`config.mk`:
```
export PLATFORM = sky130hd
export DESIGN_NAME = rc_discharge_timer
export DESIGN_NICKNAME = d
export VERILOG_FILES = /design/src/rtl/rcdt_pkg.sv /design/src/rtl/rcdt_sync.sv /design/src/rtl/rcdt_sequencer.sv /design/src/rtl/rcdt_pin_drive.sv /design/src/rtl/rcdt_result.sv /design/src/rtl/rc_discharge_timer.sv
export SDC_FILE = /design/constraint.sdc
export NUM_CORES = 1
export LEC_CHECK = 0
export BUFFER_PORTS_ARGS = -buffer_cell sky130_fd_sc_hd__buf_2
export CORE_MARGIN = 1.5
export CORE_UTILIZATION = 30
export DETAILED_ROUTE_END_ITERATION = 10
export SYNTH_ARGS = -nofsm -noshare
export SYNTH_HDL_FRONTEND = slang
export SYNTH_HIERARCHICAL = 1
export SYNTH_SLANG_ARGS = --single-unit
```
`constraint.sdc`:
```
create_clock -name clk -period 3.2 [get_ports clk]
set_clock_uncertainty 0.1 [all_clocks]
set_input_delay 0.32 -clock clk [delete_from_list [all_inputs] [get_ports clk]]
set_output_delay 0.32 -clock clk [all_outputs]
set_load 0.005 [all_outputs]
```
`src/rtl/rcdt_pkg.sv`:
```
package rcdt_pkg;

    typedef enum logic [1:0] {
        PH_IDLE   = 2'd0,
        PH_CHARGE = 2'd1,
        PH_GAP    = 2'd2,
        PH_DISCH  = 2'd3
    } phase_e;

    typedef struct packed {
        logic cap_oe;
        logic cap_out;
        logic sns_oe;
        logic sns_out;
    } pin_ctl_t;

endpackage

```
`src/rtl/rcdt_sync.sv`:
```
module rcdt_sync #(
    parameter int   STAGES    = 2,
    parameter logic RESET_VAL = 1'b1
) (
    input  logic clk,
    input  logic rst_n,
    input  logic async_i,
    output logic sync_o
);
    logic [STAGES-1:0] chain_d, chain_q;

    always_comb begin
        chain_d = {chain_q[STAGES-2:0], async_i};
    end

    always_ff @(posedge clk or negedge rst_n) begin
        if (!rst_n) chain_q <= {STAGES{RESET_VAL}};
        else        chain_q <= chain_d;
    end

    assign sync_o = chain_q[STAGES-1];
endmodule

```
`src/rtl/rcdt_sequencer.sv`:
```
module rcdt_sequencer
    import rcdt_pkg::*;
#(
    parameter int CNT_W         = 16,
    parameter int CHARGE_CYCLES = 1000
) (
    input  logic             clk,
    input  logic             rst_n,
    input  logic             start_i,
    input  logic             level_hi_i,
    output phase_e           phase_d_o,
    output logic             finish_o,
    output logic             ovf_o,
    output logic [CNT_W-1:0] count_o
);
    localparam int CHG_W = (CHARGE_CYCLES > 1) ? $clog2(CHARGE_CYCLES) : 1;
    localparam logic [CHG_W-1:0] CHG_LAST = CHG_W'(CHARGE_CYCLES - 1);
    localparam logic [CNT_W-1:0] CNT_TOP  = {CNT_W{1'b1}};

    typedef struct packed {
        phase_e           phase;
        logic [CHG_W-1:0] chg;
        logic [CNT_W-1:0] cnt;
    } seq_t;

    seq_t s_d, s_q;
    logic finish_d, ovf_d;

    always_comb begin
        s_d      = s_q;
        finish_d = 1'b0;
        ovf_d    = 1'b0;
        unique case (s_q.phase)
            PH_IDLE: begin
                s_d.chg = '0;
                s_d.cnt = '0;
                if (start_i) s_d.phase = PH_CHARGE;
            end
            PH_CHARGE: begin
                if (s_q.chg == CHG_LAST) begin
                    s_d.phase = PH_GAP;
                    s_d.chg   = '0;
                end else begin
                    s_d.chg = s_q.chg + 1'b1;
                end
            end
            PH_GAP: begin
                s_d.phase = PH_DISCH;
                s_d.cnt   = '0;
            end
            PH_DISCH: begin
                if (!level_hi_i) begin
                    finish_d  = 1'b1;
                    s_d.phase = PH_IDLE;
                end else if (s_q.cnt == CNT_TOP) begin
                    finish_d  = 1'b1;
                    ovf_d     = 1'b1;
                    s_d.phase = PH_IDLE;
                end else begin
                    s_d.cnt = s_q.cnt + 1'b1;
                end
            end
            default: s_d.phase = PH_IDLE;
        endcase
    end

    always_ff @(posedge clk or negedge rst_n) begin
        if (!rst_n) begin
            s_q.phase <= PH_IDLE;
            s_q.chg   <= '0;
            s_q.cnt   <= '0;
        end else begin
            s_q <= s_d;
        end
    end

    assign phase_d_o = s_d.phase;
    assign finish_o  = finish_d;
    assign ovf_o     = ovf_d;
    assign count_o   = s_q.cnt;
endmodule

```
`src/rtl/rcdt_pin_drive.sv`:
```
module rcdt_pin_drive
    import rcdt_pkg::*;
(
    input  logic     clk,
    input  logic     rst_n,
    input  phase_e   phase_d_i,
    output pin_ctl_t pins_o
);
    pin_ctl_t pins_d, pins_q;

    always_comb begin
        pins_d = '0;
        unique case (phase_d_i)
            PH_CHARGE: begin
                pins_d.cap_oe  = 1'b1;
                pins_d.cap_out = 1'b1;
            end
            PH_DISCH: begin
                pins_d.sns_oe  = 1'b1;
                pins_d.sns_out = 1'b0;
            end
            default: pins_d = '0;
        endcase
    end

    always_ff @(posedge clk or negedge rst_n) begin
        if (!rst_n) pins_q <= '0;
        else        pins_q <= pins_d;
    end

    assign pins_o = pins_q;
endmodule

```
`src/rtl/rcdt_result.sv`:
```
module rcdt_result #(
    parameter int CNT_W   = 16,
    parameter int LATENCY = 2
) (
    input  logic             clk,
    input  logic             rst_n,
    input  logic             finish_i,
    input  logic             ovf_i,
    input  logic [CNT_W-1:0] count_i,
    output logic [CNT_W-1:0] result_o,
    output logic             ovf_o,
    output logic             done_o
);
    localparam logic [CNT_W-1:0] LAT_C = CNT_W'(LATENCY);

    typedef struct packed {
        logic [CNT_W-1:0] res;
        logic             ovf;
        logic             done;
    } res_t;

    res_t r_d, r_q;
    logic [CNT_W-1:0] trimmed;

    always_comb begin
        trimmed  = (count_i >= LAT_C) ? (count_i - LAT_C) : '0;
        r_d      = r_q;
        r_d.done = finish_i;
        if (finish_i) begin
            r_d.ovf = ovf_i;
            r_d.res = ovf_i ? {CNT_W{1'b1}} : trimmed;
        end
    end

    always_ff @(posedge clk or negedge rst_n) begin
        if (!rst_n) r_q <= '0;
        else        r_q <= r_d;
    end

    assign result_o = r_q.res;
    assign ovf_o    = r_q.ovf;
    assign done_o   = r_q.done;
endmodule

```
`src/rtl/rc_discharge_timer.sv`:
```
module rc_discharge_timer
    import rcdt_pkg::*;
#(
    parameter int CNT_W         = 16,
    parameter int CHARGE_CYCLES = 1000,
    parameter int SYNC_STAGES   = 2
) (
    input  logic             clk,
    input  logic             rst_n,
    input  logic             start_i,
    input  logic             cap_in_i,
    output logic             cap_oe_o,
    output logic             cap_out_o,
    output logic             sns_oe_o,
    output logic             sns_out_o,
    output logic [CNT_W-1:0] result_o,
    output logic             overflow_o,
    output logic             done_o
);
    phase_e           phase_d;
    logic             level_hi, finish, ovf;
    logic [CNT_W-1:0] count;
    pin_ctl_t         pins;

    rcdt_sync #(.STAGES(SYNC_STAGES), .RESET_VAL(1'b1)) u_sync (
        .clk(clk), .rst_n(rst_n), .async_i(cap_in_i), .sync_o(level_hi)
    );

    rcdt_sequencer #(.CNT_W(CNT_W), .CHARGE_CYCLES(CHARGE_CYCLES)) u_seq (
        .clk(clk), .rst_n(rst_n), .start_i(start_i), .level_hi_i(level_hi),
        .phase_d_o(phase_d), .finish_o(finish), .ovf_o(ovf), .count_o(count)
    );

    rcdt_pin_drive u_pins (
        .clk(clk), .rst_n(rst_n), .phase_d_i(phase_d), .pins_o(pins)
    );

    rcdt_result #(.CNT_W(CNT_W), .LATENCY(SYNC_STAGES)) u_res (
        .clk(clk), .rst_n(rst_n), .finish_i(finish), .ovf_i(ovf),
        .count_i(count), .result_o(result_o), .ovf_o(overflow_o), .done_o(done_o)
    );

    assign cap_oe_o  = pins.cap_oe;
    assign cap_out_o = pins.cap_out;
    assign sns_oe_o  = pins.sns_oe;
    assign sns_out_o = pins.sns_out;
endmodule

```
### Yosys cells after proc, flatten, opt, wreduce, memory -nomap -nowiden

Index checks and enable logic that the tools add are counted.

* register bits: 52
* bits of input ports: 4
* output and inout port bits: 22
* logic and storage cells: 48

* $add $sub $neg: 3
* magnitude comparators: 1
* equal/unequal tests: 9
* multiplexer cells: 19
* reductions and logical operators: 5

Operators by type and width (count)
* $mux 16: 4
* $pmux 16 s2: 1
* $pmux 10 s2: 1
* $add 16x1->16 const B: 1
* $eq 16x16->1 const B: 1
* $ge 16x2->1 const B: 1
* $sub 16x2->16 const B: 1
* $mux 2: 6
* $add 10x1->10 const B: 1
* $eq 10x10->1 const B: 1
* $mux 10: 1
* $pmux 2 s4: 1
* $eq 2x2->1 const B: 3
* $mux 1: 5
* $eq 2x1->1 const B: 2
* $ne 2x2->1 const B: 2
* $reduce_bool 2->1: 2
* $reduce_and 3->1: 1
* $logic_not 2->1: 1
* $reduce_or 2->1: 1

### Depth between registers and ports, before layout

Gate-level depths: netlist (run 1).

* depth after elaboration: 6
* gate-level depth with buffers: 11
* gate-level depth less buffers: 8

### Cells and area by module

The synthesis (run 1) kept the hierarchy.

Modules (own cells, without submodules)
* rcdt_sequencer: instances 1, cells an instance 184, area an instance 1679.1 µm², seq. area each 700.7 µm²
* rcdt_result: instances 1, cells an instance 97, area an instance 1001.0 µm², seq. area each 450.4 µm²
* rcdt_pin_drive: instances 1, cells an instance 7, area an instance 85.1 µm², seq. area each 50.0 µm²
* rcdt_sync: instances 1, cells an instance 2, area an instance 52.6 µm², seq. area each 52.6 µm²

### Worst setup path before layout (run 1)

No wires, ideal clock.

* path type: register -> register
* start point: reg u_seq.s_q, in the netlist u_seq/count_o[0]
* end point: reg u_res.r_q, in the netlist u_res/result_o[10]
* setup time: 0.121 ns
* data arrival time: 2.397 ns
* data required time: 2.979 ns
* slack: 0.582 ns
* stages on the path, launching flop included: 12
* path buffers: 4
* period minus slack after synthesis: 2.618 ns
* cells stage by stage: dfrtp_1 -> ha_1 -> nand4_1 -> nor4_1 -> clkbuf_1 -> o211ai_1 -> inv_1 -> clkbuf_1 -> nand2b_1 -> clkbuf_1 -> clkbuf_1 -> o22a_1

* elaborated cells on any way between the ends: 10
* those cells by class: 1 x add/sub; 1 x order compare; 1 x eq/ne; 7 x mux

RTL lines
* from (decl): RTL line rcdt_sequencer.sv:26 `seq_t s_d, s_q;`
* $eq 16x16->1: RTL line rcdt_sequencer.sv:55 `end else if (s_q.cnt == CNT_TOP) begin`
* $mux 1: RTL line rcdt_sequencer.sv:55
* $mux 1: RTL line rcdt_sequencer.sv:52 `if (!level_hi_i) begin`
* $mux 1: RTL line rcdt_sequencer.sv:33 `unique case (s_q.phase)`
* net finish: RTL line rc_discharge_timer.sv:21 `logic level_hi, finish, ovf;`
* to (signal assigned): RTL line rcdt_result.sv:37 `else r_q <= r_d;`
* to (decl): RTL line rcdt_result.sv:22 `res_t r_d, r_q;`

The timed path passes the listed nets, and every way through them passes these cells.
A chain may end at the register's enable or synchronous reset.

### Worst setup path after layout (run 1)

* start point: reg u_seq.s_q, in the netlist u_seq/count_o[1]
* end point: reg u_res.r_q, in the netlist u_res/result_o[15]

Same word-level chain as after synthesis.

==> results of run 1 <==
-- logic make-up after synthesis --
kind of cell | after synthesis
buffers and inverters | 40
xor gates and xnor gates | 11
other | 1
AOI/OAI and AO/OA | 71
and+or+nand+nor | 108
muxes | 6
DFF | 50
adders and majority gates | 3
-- layer usage --
layer  global-route usage [%]  vias to the layer above
met5                        0                        -
met4                    2.925                        0
met3                    1.880                        4
met2                    20.77                       44
met1                    15.52                     1077
li1                         -                     1055
-- registers in the layout, indices dropped and copies added (netlist names) --
| signal | cells |
|---|---|
| u_pins/pins_o | 2 |
| u_res/done_o | 1 |
| u_res/ovf_o | 1 |
| u_res/result_o | 16 |
| u_seq/count_o | 16 |
| u_seq/s_q | 12 |
| u_sync/chain_q | 2 |
-- what timing repair did --
action                                  4_1_cts  5_1_grt
hold buffers                                  1        0
hold endpoints to repair                     29        0
resized for setup                             0        0
endpoints found under the setup margin        0        0
-- layout make-up --
cell class,count,area [um2],share of cell area [%]
Clock inverter,1,30.03,0.9864
Inverter,10,37.54,1.233
Multi-Input combinational cell,200,1334,43.81
Clock buffer,6,82.58,2.713
Timing Repair Buffer,30,167.7,5.508
Sequential cell,50,1254,41.18
Tap cell,111,138.9,4.562
-- per-stage QoR --
| stage | total power (W) | std cells | worst slack (ps) | utilization [%] | area [um2] |
|---|---|---|---|---|---|
| 2_1_floorplan | 0.0008082 | 290 | 582.1 | - | 2818 |
| 3_3_place_gp | 0.0008412 | 400 | 568.4 | 31.92 | 2922 |
| 3_5_place_dp | 0.0008490 | 400 | 493.1 | 31.92 | 2922 |
| 4_1_cts | 0.001305 | 408 | 446.2 | 33.26 | 3044 |
| 5_1_grt | 0.001350 | 408 | 143.4 | 33.26 | 3044 |
| 6_report | 0.001283 | 408 | 449.7 | 33.26 | 3044 |
-- path summary, 6_finish.rpt --
check                                        startpoint                              to  slack (ps)  depth (start not counted)
min in group asynchronous                         rst_n   u_res/result_o[3]$_DFFE_PN0P_         510                          2
min                                            cap_in_i     u_sync/chain_q[0]$_DFF_PN1_          30                          1
max reg2reg                u_seq/count_o[1]$_DFFE_PN0P_  u_res/result_o[15]$_DFFE_PN0P_         450                          8
max in group asynchronous                         rst_n    u_seq/count_o[1]$_DFFE_PN0P_        1780                          3
min reg2reg                 u_sync/chain_q[0]$_DFF_PN1_     u_sync/chain_q[1]$_DFF_PN1_         260                          0
max                        u_seq/count_o[1]$_DFFE_PN0P_  u_res/result_o[15]$_DFFE_PN0P_         450                          8
-- layout by cell type (no fill, tap or decap), types with 2 or more instances in the layout --
cell	count
mux2i_1	4
nor4_1	3
buf_4	5
nor3_1	2
buf_2	24
and2_1	4
mux2_2	2
a22o_1	3
a31oi_1	2
o22a_1	14
nand3_1	11
clkbuf_8	6
nor4_4	3
ha_1	3
dfrtp_1	48
nand2b_1	4
and4_1	3
or4_1	6
o21a_1	2
nand2_1	17
a21oi_1	20
and3_1	4
nor2_1	25
o21ai_0	11
or3_1	7
inv_1	9
dfstp_2	2
xor2_1	10
o31ai_1	9
nand4_1	7
-- power by group through the flow --
| stage | logic (W) | registers (W) | clock network [W] |
|---|---|---|---|
| floorplan | 0.0000863 | 0.000722 | 0 |
| global placement | 0.000110 | 0.000731 | 0 |
| detailed placement | 0.000115 | 0.000734 | 0 |
| CTS | 0.000117 | 0.000721 | 0.000467 |
| global route | 0.000132 | 0.000730 | 0.000489 |
| finish | 0.000115 | 0.000721 | 0.000448 |
==> impl_metrics.json, run 1 <==
{
  "met3_length_um": 179,
  "synth-seq-area-share_pct": 44.49,
  "grt_max_degree": 33,
  "synthXorXnorAreaFrac_pct": 3.419,
  "clock_tree.root_cell": "clkbuf_8",
  "area_growth_pct": 8.037,
  "drtAntennaViolNets": 0,
  "switching_share_pct": 23.38,
  "drtPass1Iterations": 4,
  "worst-path-buf-inv": 2,
  "cell_internal_pwr_w": 0.0009831,
  "path_cells": "ha_1 > nand4_1 > nor4_1 > buf_4 > o211ai_1 > inv_1 > nand2b_1 > o22a_2",
  "numPortBuffers": 24,
  "synth_edf_count": 0,
  "worstPathArrival_ps": 2840,
  "finalCritPeriodShare_pct": 85.95,
  "hold_violations": 0,
  "peakVddDrop_mv": 0.1648,
  "first_iter_violations": 115,
  "switchingPower_w": 0.0003000,
  "htreeDepth": 2,
  "syn_inst": 290,
  "syn_nets": 297,
  "io_pins": 26,
  "crit_family": "simple AND/OR/NAND/NOR gates",
  "grt_remaining_overflow": 0,
  "final_nets": 304,
  "hold_class": "in -> reg",
  "drive_gt1_share_pct": 17.51,
  "synthFlopType": "dfrtp_1",
  "fp.dieW_um": 99.92,
  "dieArea_um2": 9983,
  "start_util_pct": 30.79,
  "cts_buffer_depth": 2,
  "synth.most_common_cell": "dfrtp_1",
  "worstSetupPathType": "reg -> reg",
  "required_ps": 3290,
  "numCtsBuffers": 5,
  "rsz0062_at_grt": "no",
  "m1WireLength_mm": 2.714,
  "ys_ff_latch": 50,
  "nFillCells": 952,
  "clkTransAtPathRegs_ps": 90,
  "routedWlPerCell_um": 14.02,
  "first_global_vias": 2089,
  "worstSetupEndpointType": "register",
  "cts_num_sinks": 50,
  "num_vias": 2180,
  "antenna_found_initial": 0,
  "synthMuxAreaShare_pct": 2.220,
  "synth_top_area_share_pct": 42.63,
  "maxSlewHeadroom_pct": 38.60,
  "cts_tree": "built",
  "grt_pass1_wl_mm": 9.846,
  "synthArstFlopShare_pct": 100.0,
  "fp-row-count": 35,
  "finalSetupViolCount": 0,
  "grtUsageTotal_pct": 11.94,
  "p_comb_share_pct": 8.9,
  "place_congestion": 0.8139,
  "dpl.hpwl_mm": 4.160,
  "dr.max_layer_used": "met4",
  "timing.hold.ws_ps": 27.30,
  "drv_slew": 0,
  "drc": 0,
  "clk_latency_ps": 300,
  "slowest_delay_ps": 510,
  "crit_path_start_kind": "register",
  "ys_warn_count": 6,
  "synth_compound_area_share_pct": 17.05,
  "outcome": "complete, no violations",
  "wl_mm": 5.721,
  "synthesis.area_um2": 2818,
  "synth-simple-area-share_pct": 23.18,
  "cp_max_fo": 16,
  "core_area_um2": 9153,
  "yosysTopAreaCell": "dfrtp_1",
  "yosys-top-cells-area": "dfrtp_1, buf_4, o22a_1",
  "clock_power_share_pct": 34.9,
  "postSynthAreaPerCell_um2": 9.716,
  "fmaxAchievable_ghz": 0.3636,
  "cp_slowest_cell": "dfrtp_1",
  "fin_tns_setup_ps": 0,
  "worst_slew_pin_slew_ps": 916.6,
  "synth_common_cells": "dfrtp_1, nor2_1, buf_4, a21oi_1, nand2_1",
  "synth_fa_ha_area_share_pct": 1.332,
  "insertedDiodeCount": 0,
  "leakage_nw": 1.459,
  "period_minus_slack_ps": 2750,
  "dieHeight_um": 99.92,
  "p_per_area_nw_per_um2": 421.5,
  "cap_violations": 0,
  "cts_setup_buffers": 0,
  "wl_met2_mm": 2.786,
  "drt-vias-per-instance": 5.343,
  "synth_top_family_by_area": "simple AND/OR/NAND/NOR gates",
  "ys_types": 55,
  "seqPwrFrac_pct": 56.2
}
(Power assumes the default switching activity.)
==> run 2: changes to the inputs <==
RECOVER_POWER = 25   (was unset)
SYNTH_HIERARCHICAL = unset   (was 1)
==> run 2 against run 1 <==
- synthesized cell count shrank 2.1%
- design area fell by 1.1%
- fmax grew 15%
- core utilization grew 1.1 points
- combinational power shrank 87%
- cell count down 0.25%
- power shrank 14%
==> impl_metrics.json, run 2 <==
{
  "outcome": "complete, no violations",
  "synth_top_family_by_area": "simple AND/OR/NAND/NOR gates",
  "routedWlPerCell_um": 13.57,
  "synthMuxAreaShare_pct": 0.7791,
  "synth_fa_ha_area_share_pct": 2.291,
  "area_growth_pct": 10.27,
  "nFillCells": 889,
  "layout_common_cells": "dfrtp_1, nand2_1, buf_2",
  "drv_slew": 0,
  "fmaxAchievable_ghz": 0.4165,
  "synth_compound_area_share_pct": 14.53,
  "cts_hold_buf": 0,
  "met2_usage_pct": 19.70,
  "worstSetupEndpointType": "register",
  "dieHeight_um": 98.40,
  "cap_violations": 0,
  "synthArstFlopShare_pct": 100.0,
  "clk_latency_ps": 310,
  "hold_violations": 0,
  "grtUsageTotal_pct": 11.93,
  "crit_start": "u_seq.count_o[12]$_DFFE_PN0P_",
  "postSynthAreaPerCell_um2": 9.613,
  "drc": 0,
  "drive_gt1_share_pct": 15.72,
  "maxSlewHeadroom_pct": 26.55,
  "cts_num_sinks": 50,
  "ys_warn_count": 0,
  "synth_edf_count": 0,
  "syn_nets": 293,
  "numPortBuffers": 24,
  "grt_util_met3_pct": 1.432,
  "ys_ff_latch": 50,
  "drtAntennaViolNets": 0,
  "cp_max_fo": 10,
  "start_util_pct": 31.15,
  "dieArea_um2": 9682,
  "grt_pass1_wl_mm": 9.570,
  "cts_resized": 0,
  "cts_setup_buffers": 0,
  "synth-seq-area-share_pct": 45.92,
  "final_common_cell": "dfrtp_1",
  "synthXorXnorAreaFrac_pct": 7.058,
  "place_congestion": 0.8125,
  "clock_tree.root_cell": "clkbuf_8",
  "finalCritPeriodShare_pct": 75.03,
  "p_per_area_nw_per_um2": 367.1,
  "fin_tns_setup_ps": 0,
  "grt_remaining_overflow": 0,
  "first_global_vias": 2016,
  "synth_common_cells": "dfrtp_1, nand2_1, nor2_1, o21ai_0, and2_1",
  "cts_tree": "built",
  "numCtsBuffers": 5,
  "worstSetupPathType": "reg -> reg",
  "clkTransAtPathRegs_ps": 90,
  "fp-row-count": 34,
  "synth_top_area_share_pct": 44.00,
  "yosysTopAreaCell": "dfrtp_1",
  "wl_mm": 5.522,
  "io_pins": 26,
  "synthesis.area_um2": 2730,
  "rr_startpoint": "u_seq.count_o[12]$_DFFE_PN0P_",
  "ys_types": 52,
  "peakVddDrop_mv": 0.2051,
  "final_nets": 307,
  "leakage_nw": 1.428,
  "insertedDiodeCount": 0,
  "dpl.hpwl_mm": 3.873,
  "grtUsageMet1_pct": 15.70,
  "drtPass1Iterations": 4,
  "finalSetupViolCount": 0,
  "cts_buffer_depth": 2,
  "grt_max_degree": 51,
  "worstPathArrival_ps": 2500,
  "drt-vias-per-instance": 4.980,
  "first_iter_violations": 92,
  "synthFlopType": "dfrtp_1",
  "crit_path_start_kind": "register",
  "fp.dieW_um": 98.40,
  "yosys-top-cells-area": "dfrtp_1, xnor2_1, o21ai_0",
  "required_ps": 3300,
  "reg2reg_slack_ps": 800,
  "synth.most_common_cell": "dfrtp_1",
  "htreeDepth": 2,
  "core_area_um2": 8763,
  "syn_inst": 284,
  "finalPower_w": 0.001105,
  "antenna_found_initial": 0,
  "synth-simple-area-share_pct": 24.20,
  "hold_class": "in -> async",
  "worst_slew_pin_slew_ps": 1102,
  "rsz0062_at_grt": "no",
  "num_vias": 2027,
  "top_usage_layer": "met2",
  "period_minus_slack_ps": 2401
}
[run 2: path summary, 6_finish.rpt]
check / to / cells past startpoint
worst max register to register: u_seq.count_o[0]$_DFFE_PN0P_ / 5
worst min-delay path: u_seq.s_q[19]$_DFFE_PN0P_ / 1
max in group asynchronous: u_res.result_o[15]$_DFFE_PN0P_ / 1
worst max-delay path: u_seq.count_o[0]$_DFFE_PN0P_ / 5
worst min register to register: u_sync.chain_q[1]$_DFF_PN1_ / 0
min in group clk: u_pins.pins_o[3]$_DFF_PN0_ / 3
[run 2: cells by family (layout without fill, tap and decap cells)]
group	after synthesis	count (layout)
flops	50	50
buf+inv	27	42
xor+xnor	22	22
other cells	1	1
mux	2	2
fa+ha+maj	5	5
compound gates	59	59
simple gates	118	118
[run 2: per-layer routing]
layer	routed length (um)	vias to the layer above
met3	130	10
met5	0	-
met2	2450	34
met1	2828	955
li1	-	1028
met4	111	0
[run 2: cell type report]
type	instances	area [um2]	area share, %
sequential	50	1254	41.65
timing repair buffer	27	145.1	4.821
clock buffer	5	68.82	2.286
multi-input combinational	207	1338	44.43
tap	108	135.1	4.489
clock inverter	3	43.79	1.455
inverter	7	26.28	0.8728
[run 2: where the power goes]
part / total [W] / switching (W) / internal [W] / leakage, nW
registers: 0.000636 / 0.00000228 / 0.000634 / 0.667
logic: 0.0000153 / 0.0000130 / 0.00000231 / 0.703
clock network: 0.000454 / 0.000219 / 0.000234 / 0.0585
total: 0.00111 / 0.000235 / 0.000870 / 1.43
[run 2: stage by stage]
step	worst slack (ps)	hold WS (ps)	cell area [um2]	utilization (%)	cells
final	798.9	111.9	3010	34.35	407
after global routing	612.2	205.2	3010	34.35	407
after CTS	815.0	1.557	3000	34.24	406
after detailed placement	817.8	247.5	2888	32.95	398
after global placement	872.8	246.3	2888	32.95	398
after floorplan	1109	-75.59	2730	-	284
[run 2: critical path: stages, from the launching register on]
cell and delay, ps:
dfrtp_1 550, nand4_1 280, nor4_2 840, nor2_1 200, xnor2_1 170, and2_1 160
==> run 3: changes to the inputs <==
clock period = 2 ns   (was 3.2 ns; I/O delays follow)
==> run 3 against run 2 <==
- clock-buffer cell count unchanged
- clock power is 33% higher
- fmax rose by 16%
- critical endpoint is now u_res.result_o[4]$_DFFE_PN0P_
- largest cell class unchanged
- the flow now finishes with violations (setup timing)
- via count increased by 11%
- design area rose by 16%
- first-iteration DRC count increased by 32%
- global-route usage rose by 1.3 points
==> impl_metrics.json, run 3 (same netlist as run 2, synthesis figures left out) <==
{
  "outcome": "finished with violations",
  "violations": "setup timing",
  "first_iter_violations": 121,
  "antenna_found_initial": 0,
  "finalSetupViolCount": 7,
  "cts_tree": "built",
  "worst_slew_pin_slew_ps": 1193,
  "place_congestion": 0.8727,
  "worst_slack_ps": -64.74,
  "grt_pass1_wl_mm": 10.54,
  "drt-vias-per-instance": 4.956,
  "clock_tree.root_cell": "clkbuf_8",
  "routedWlPerCell_um": 13.57,
  "fp-row-count": 34,
  "grtUsageTotal_pct": 13.19,
  "num_vias": 2260,
  "insertedDiodeCount": 0,
  "htreeDepth": 2,
  "cts_num_sinks": 50,
  "drv_slew": 0,
  "period_minus_slack_ps": 2065,
  "start_util_pct": 31.15,
  "grt_max_degree": 51,
  "worst-path-buf-inv": 0,
  "hold_class": "in -> reg",
  "numPortBuffers": 24,
  "fp.dieW_um": 98.40,
  "crit_family": "simple AND/OR/NAND/NOR gates",
  "dieArea_um2": 9682,
  "drtPass1Iterations": 4,
  "numCtsBuffers": 5,
  "path_cells": "or4_4 > nor4_4 > and2_4 > a21oi_2 > o32a_1",
  "clkTransAtPathRegs_ps": 100,
  "cts_buffer_depth": 2,
  "worstPathArrival_ps": 2160,
  "final_nets": 356,
  "first_global_vias": 2187,
  "slowest_delay_ps": 580,
  "cp_slowest_cell": "or4_4",
  "rsz0062_at_grt": "yes",
  "finalCritPeriodShare_pct": 103.2,
  "cp_max_fo": 5,
  "hold_violations": 0,
  "grt_remaining_overflow": 0,
  "fmaxAchievable_ghz": 0.4843,
  "worstSetupPathType": "reg -> reg",
  "fin_tns_setup_ps": -265.1,
  "leakage_nw": 1.682,
  "drc": 0,
  "finalPower_w": 0.001648,
  "drive_gt1_share_pct": 33.91,
  "io_pins": 26,
  "required_ps": 2100,
  "dpl.hpwl_mm": 4.420,
  "cap_violations": 0,
  "p_per_area_nw_per_um2": 470.5,
  "crit_path_start_kind": "register",
  "area_growth_pct": 28.28,
  "drtAntennaViolNets": 0,
  "layout_common_cells": "buf_4, dfrtp_1, nand2_1",
  "peakVddDrop_mv": 0.2301,
  "worstSetupEndpointType": "register",
  "dieHeight_um": 98.40,
  "maxSlewHeadroom_pct": 20.45,
  "clk_latency_ps": 300,
  "core_area_um2": 8763,
  "wl_mm": 6.186
}
## run 3: cell count changes in the layout (fill, tap and decap cells not counted), sizes merged
cell         change
dlygate4sd3      +1
buf             +45
clkbuf           +2
clkinvlp         +1
bufinv           -1
and2             +1
## run 3: through the flow
step | area [um2] | std cells | worst slack, ps | utilization (%) | hold WS, ps
after floorplan | 2731 | 284 | -87.87 | - | -195.6
final | 3502 | 456 | -64.74 | 39.96 | 153.5
after global placement | 3228 | 440 | -34.18 | 36.84 | 109.8
after detailed placement | 3228 | 440 | -74.09 | 36.84 | 111.0
after CTS | 3385 | 453 | -54.71 | 38.62 | 143.2
after global routing | 3502 | 456 | -181.8 | 39.96 | 150.0
## run 3: repair_timing
item                                    4_1_cts  5_1_grt
endpoints found under the setup margin       10       28
gates cloned                                  1        1
endpoints found under the hold margin        49        0
setup buffers                                 2        2
hold buffers                                  2        0
resized for setup                             6       33
pin swaps                                     0        9
## run 3: where the power goes
part           internal [W]   total, W  switching [W]
clock network      0.000253   0.000604       0.000351
registers           0.00101    0.00101    0.000000786
logic            0.00000644  0.0000296      0.0000231
## run 3: cell type report
cell class,count,area [um2]
Fill cell,877,5261
Clock inverter,3,25.02
Sequential cell,50,1257
Multi-Input combinational cell,208,1471
Clock buffer,5,68.82
Tap cell,108,135.1
Inverter,7,26.28
Timing Repair Buffer,75,518.0
## run 3: worst paths after layout
kind,from,end,slack [ps],cells past startpoint
max in group asynchronous,rst_n,u_seq.count_o[11]$_DFFE_PN0P_,330,3
min reg2reg,u_sync.chain_q[0]$_DFF_PN1_,u_sync.chain_q[1]$_DFF_PN1_,260,0
min in group asynchronous,rst_n,u_seq.s_q[20]$_DFFE_PN0P_,650,3
max,u_seq.count_o[2]$_DFFE_PN0P_,u_res.result_o[4]$_DFFE_PN0P_,-60,5
max reg2reg,u_seq.count_o[2]$_DFFE_PN0P_,u_res.result_o[4]$_DFFE_PN0P_,-60,5
min,start_i,u_seq.s_q[26]$_DFF_PN0_,150,3
## run 3: layer usage
metal	global-route usage, %	vias to the layer above	wire length, um
met1	18.46	1099	2963
met2	21.76	41	3040
met3	0.9306	2	139
met5	0	-	0
li1	-	1118	-
met4	4.225	0	42
## run 3: worst min-delay path: cells and delay by family
family | cells | cell delay (ps)
buffers and inverters | 1 | 80
AOI/OAI and AO/OA | 2 | 240
